**config.mk**
```make
export PLATFORM = sky130hd
export DESIGN_NAME = reg_bus_xcvr
export DESIGN_NICKNAME = d
export VERILOG_FILES = /design/src/rtl/xcvr_pkg.sv /design/src/rtl/xcvr_rise.sv /design/src/rtl/xcvr_lane.sv /design/src/rtl/reg_bus_xcvr.sv
export SDC_FILE = /design/constraint.sdc
export NUM_CORES = 1
export LEC_CHECK = 0
export BUFFER_PORTS_ARGS = -buffer_cell sky130_fd_sc_hd__buf_4
export CELL_PAD_IN_SITES_DETAIL_PLACEMENT = 0
export CELL_PAD_IN_SITES_GLOBAL_PLACEMENT = 2
export CORE_MARGIN = 2
export CORE_UTILIZATION = 26
export DETAILED_ROUTE_END_ITERATION = 10
export PLACE_DENSITY = 0.78
export SLEW_MARGIN = 20
export SYNTH_ARGS = -nofsm -noshare
export SYNTH_HDL_FRONTEND = slang
export SYNTH_SLANG_ARGS = --single-unit
```
**constraint.sdc**
```tcl
create_clock -name clk_i -period 1 [get_ports clk_i]
set_clock_uncertainty 0.05 [all_clocks]
set_input_delay 0.15 -clock clk_i [delete_from_list [all_inputs] [get_ports clk_i]]
set_output_delay 0.15 -clock clk_i [all_outputs]
set_load 0.02 [all_outputs]
```
**src/rtl/xcvr_pkg.sv**
```systemverilog
package xcvr_pkg;
  typedef enum logic [1:0] {
    DRV_NONE = 2'b00,
    DRV_A    = 2'b01,
    DRV_B    = 2'b10
  } drive_e;

  function automatic drive_e drive_decode(input logic oe_n, input logic dir);
    if (oe_n) return DRV_NONE;
    return dir ? DRV_B : DRV_A;
  endfunction
endpackage

```
**src/rtl/xcvr_rise.sv**
```systemverilog
module xcvr_rise (
  input  logic clk_i,
  input  logic rst_ni,
  input  logic level_i,
  output logic stb_o
);
  logic prev_q;

  always_ff @(posedge clk_i or negedge rst_ni)
    if (!rst_ni) prev_q <= 1'b0;
    else         prev_q <= level_i;

  assign stb_o = level_i & ~prev_q;


  single_stb_chk: assert property (@(posedge clk_i) disable iff (!rst_ni)
    stb_o |=> !stb_o);
endmodule

```
**src/rtl/xcvr_lane.sv**
```systemverilog
module xcvr_lane #(
  parameter int WIDTH = 8
) (
  input  logic             clk_i,
  input  logic             rst_ni,
  input  logic             load_i,
  input  logic [WIDTH-1:0] d_i,
  input  logic [WIDTH-1:0] live_i,
  input  logic             sel_i,
  output logic [WIDTH-1:0] y_o
);
  logic [WIDTH-1:0] store_q;

  for (genvar g = 0; g < WIDTH; g++) begin : g_bit
    always_ff @(posedge clk_i or negedge rst_ni)
      if (!rst_ni)     store_q[g] <= 1'b0;
      else if (load_i) store_q[g] <= d_i[g];

    // one AND-OR mux per bit; no decoded intermediate
    assign y_o[g] = (sel_i & store_q[g]) | (~sel_i & live_i[g]);
  end


  load_chk: assert property (@(posedge clk_i) disable iff (!rst_ni)
    load_i |=> store_q == $past(d_i));

  hold_chk: assert property (@(posedge clk_i) disable iff (!rst_ni)
    !load_i |=> $stable(store_q));

  stored_path_chk: assert property (@(posedge clk_i) disable iff (!rst_ni)
    sel_i |-> y_o == store_q);
endmodule

```
**src/rtl/reg_bus_xcvr.sv**
```systemverilog
module reg_bus_xcvr
  import xcvr_pkg::*;
#(
  parameter int WIDTH = 8
) (
  input  logic             clk_i,
  input  logic             rst_ni,
  input  logic             oe_n_i,
  input  logic             dir_i,
  input  logic             sel_ab_i,
  input  logic             sel_ba_i,
  input  logic             cap_a_i,
  input  logic             cap_b_i,
  input  logic [WIDTH-1:0] a_i,
  output logic [WIDTH-1:0] a_o,
  output logic             a_oe_o,
  input  logic [WIDTH-1:0] b_i,
  output logic [WIDTH-1:0] b_o,
  output logic             b_oe_o
);
  logic   stb_a, stb_b;
  drive_e drv;

  xcvr_rise i_rise_a (.clk_i, .rst_ni, .level_i(cap_a_i), .stb_o(stb_a));
  xcvr_rise i_rise_b (.clk_i, .rst_ni, .level_i(cap_b_i), .stb_o(stb_b));

  xcvr_lane #(.WIDTH(WIDTH)) i_lane_ab (
    .clk_i, .rst_ni, .load_i(stb_a), .d_i(a_i), .live_i(a_i),
    .sel_i(sel_ab_i), .y_o(b_o)
  );
  xcvr_lane #(.WIDTH(WIDTH)) i_lane_ba (
    .clk_i, .rst_ni, .load_i(stb_b), .d_i(b_i), .live_i(b_i),
    .sel_i(sel_ba_i), .y_o(a_o)
  );

  assign drv    = drive_decode(oe_n_i, dir_i);
  assign a_oe_o = (drv == DRV_A);
  assign b_oe_o = (drv == DRV_B);


  disabled_chk: assert property (@(posedge clk_i) disable iff (!rst_ni)
    oe_n_i |-> !a_oe_o && !b_oe_o);

  one_side_chk: assert property (@(posedge clk_i) disable iff (!rst_ni)
    !oe_n_i |-> $onehot({a_oe_o, b_oe_o}) && (b_oe_o == dir_i));

  live_ab_chk: assert property (@(posedge clk_i) disable iff (!rst_ni)
    !sel_ab_i |-> b_o == a_i);

  live_ba_chk: assert property (@(posedge clk_i) disable iff (!rst_ni)
    !sel_ba_i |-> a_o == b_i);
endmodule

```
==> metrics.md <==
| Metric | Value |
|---|---|
| Die ar. | `0.00400 mm^2` |
| Synth top area share | `49.3%` |
| Max Freq | `778 MHz` |
| Vias per cell | `4.17` |
| Peak supply drop | `584 uV` |
| Slew Limit Fails | `0` |
| Die Ht | `approximately 63 um` |
| HPWL after DPL | `1270 um` |
| Least-Margin Pin Slew | `about 0.23 ns` |
| FF-to-FF setup slack | `-0.09 ns` |
| Clk slew on worst S/H paths | `0.10 ns` |
| Antenna cells | `0` |
| Worst EP arrival | `1.09 ns` |
| Setup TNS | `-5.25 ns` |
| Cell Area, Synth | `about 910 um^2` |
| Relative slew margins | `a little over four fifths` |
| Most frequent cell after synthesis | `mux2_2` |
| Leakage | `0.797 nW` |
| Most frequent cells after synthesis | `mux2_2, dfrtp_1, mux2_4, buf_2, nand2b_4` |
| YS warnings | `0` |
| Avg Inst Size Synth | `roughly 16 um^2` |
| Crit-path max cell delay | `0.40 ns` |
| Detailed Route WL | `1830 um` |
| GRT overflow | `0` |
| Crit-path max FO | `2` |
| Number of clock buffers inserted by TritonCTS | `3` |
| Initial DRT Pass Iterations | `2` |
| Yosys top cell by area | `dfrtp_1` |
| GPL Wtd Cong | `slightly below 0.7` |
| Final worst path period share | `129%` |
| RSZ-0062 raised after global routing | `yes` |
| Max-cap violations | `0` |
| Tot GR Track Use | `around a tenth` |
| CTS sink cnt | `18` |
| Max Root-Sink Buffers | `2` |
| Final setup viols | `32` |
| Core ar. | `between 0.003 and 0.004 mm^2` |
| Share of cells above drive strength 1 | `79.3%` |
| Number of synthesized flops with an enable pin | `0` |
| Layout Utilization | `45.6%` |
| H-tree Lvls | `1` |
| Root buffer cell | `clkbuf_4` |
| Io pins | `42` |
| Yosys reg bits | `18` |
| Initial antenna violation count | `0` |
| Status | `finished, violations left` |
| Nets | `around 140` |
| Final Critical Period | `1.29 ns` |
| Crit path kind | `register to output pin` |
| FFs w/ async S/R, synth | `100%` |
| Worst Hold Depth | `2` |
| Post-DR wirelength/cell | `11.7 um` |
| Die Wd | `63.3 um` |
| HP Class | `primary input to register` |
| IO buf count | `41` |
| WP data required | `0.80 ns` |
| Worst hold slack | `0.0478 ns` |
| Final Hold Viols | `0` |
| Largest net degree at the start of global routing | `19` |
| Area contributors post-synth | `dfrtp_1, mux2_2, mux2_4, nand2b_4, nor2b_4` |
| CTS tree | `done` |
| Pwr dens | `1400 mW/mm^2` |
| Syn Nets | `roughly 80` |
| DR iter-0 viols | `14` |
| Mapped Cells | `58` |
| Row count | `21` |
| Post-synth top flop | `dfrtp_1` |
| Sequential share of the synthesized area | `49.3%` |
| Via count | `approximately 660` |
| WHS Endpoint | `i_lane_ba.store_q[0]` |
| First-pass GRT wire length | `3010 um` |
| Hold path startpoint | `b_i[0]` |
| Effective utilization at floorplan | `27.2%` |
| Reg2Reg Depth | `2` |
| Area grow syn2layout | `67.9%` |
| Count of cell types in the netlist | `9` |
| Final ANT Viol Nets | `0` |
| # fillers | `320` |
| Final worst slack | `-0.286 ns` |
| Worst-path cell chain | `mux2_4 > buf_6` |
| Pre-CTS WS | `-0.0975 ns` |
| Max stage delay cell, worst path | `dfrtp_1` |
| Clk_lat worst skew | `0.28 ns` |
| Failing checks | `setup timing` |
| Residual DRC | `0` |
| CP Capture Type | `output pin` |
| Worst flop-to-flop path startpoint | `i_rise_a.prev_q` |
| Crit path launch type | `register` |
| Vias in the first global route | `665` |
| R2R Path End | `i_lane_ab.store_q[1]` |
## layer usage
| layer | part of all wire [%] | wire length (um) | vias to the layer above | GRT usage, % |
|---|---|---|---|---|
| li1 | - | - | 311 | - |
| met1 | 46 | 849 | 308 | 12.2 |
| met2 | 45 | 819 | 36 | 16.0 |
| met3 | 9.0 | 165 | 0 | 2.50 |
| met4 | 0 | 0 | 0 | 2.45 |
| met5 | 0 | 0 | - | 0 |
## kinds of logic (layout without fill, tap and decap cells)
family	Yosys count	in the layout	synth area share, %
and+or+nand+nor	5	5	5.62
buffers and inverters	3	56	2.33
muxes	32	32	42.7
DFF	18	18	49.3
## area by class of cell
| type | instances | area (um^2) | area share, % |
|---|---|---|---|
| well taps | 46 | 57.6 | 3.75 |
| clock buffers | 4 | 36.3 | 2.37 |
| multi-input cells | 37 | 532 | 34.7 |
| flip-flops and latches | 18 | 450 | 29.4 |
| repair buffers | 52 | 458 | 29.9 |
## worst max-delay path: cells and delay by family, from the launching register on
| kind | cells | cell delay [ns] |
|---|---|---|
| flip-flops | 1 | 0.40 |
| buffers and inverters | 1 | 0.13 |
| multiplexers | 1 | 0.27 |
## metrics by stage
stage	instance area [um^2]	instances	power, W
after floorplan	936	58	0.00126
after global routing	1530	157	0.00226
after CTS	1500	153	0.00215
after detailed placement	1280	142	0.00151
final	1530	157	0.00214
after global placement	1280	142	0.00151
## flip-flops by register name, indices dropped and copies added (netlist names)
name,cells
i_rise_a.prev_q,1
i_lane_ab.store_q,8
i_rise_b.prev_q,1
i_lane_ba.store_q,8
## placed cells by master (no fill, tap or decap)
cell	instances
buf_6	16
nor2_1	1
buf_4	33
mux2_4	32
nor2b_1	1
dlygate4sd3_1	3
clkbuf_8	1
dfrtp_1	18
nor2b_4	1
nand2b_4	2
clkbuf_4	3
## worst max-delay path by stage
| stage | endpoint | start | slack, ns | depth (start not counted) |
|---|---|---|---|---|
| 5_1_grt | a_o[0] | i_lane_ba.store_q[0] | -0.34 | 2 |
| 3_3_place_gp | i_lane_ab.store_q[4] | i_rise_a.prev_q | -0.07 | 2 |
| 4_1_cts | a_o[2] | i_lane_ba.store_q[2] | -0.30 | 2 |
| 2_1_floorplan | i_lane_ba.store_q[0] | i_rise_b.prev_q | -0.06 | 3 |
| 3_5_place_dp | i_lane_ab.store_q[3] | i_rise_a.prev_q | -0.1 | 2 |
| 6_report | a_o[1] | i_lane_ba.store_q[1] | -0.29 | 2 |
## power by group
part           internal (W)  switching (W)
clock network      0.000221       0.000212
logic              0.000534       0.000290
registers          0.000827      0.0000567
## repair_timing
action,in CTS,in global routing
buffers inserted,4,4
hold buffers,3,0
gates resized for setup,34,0
hold endpoints to repair,20,0
endpoints found under the setup margin,32,32
(Power assumes the default switching activity.)
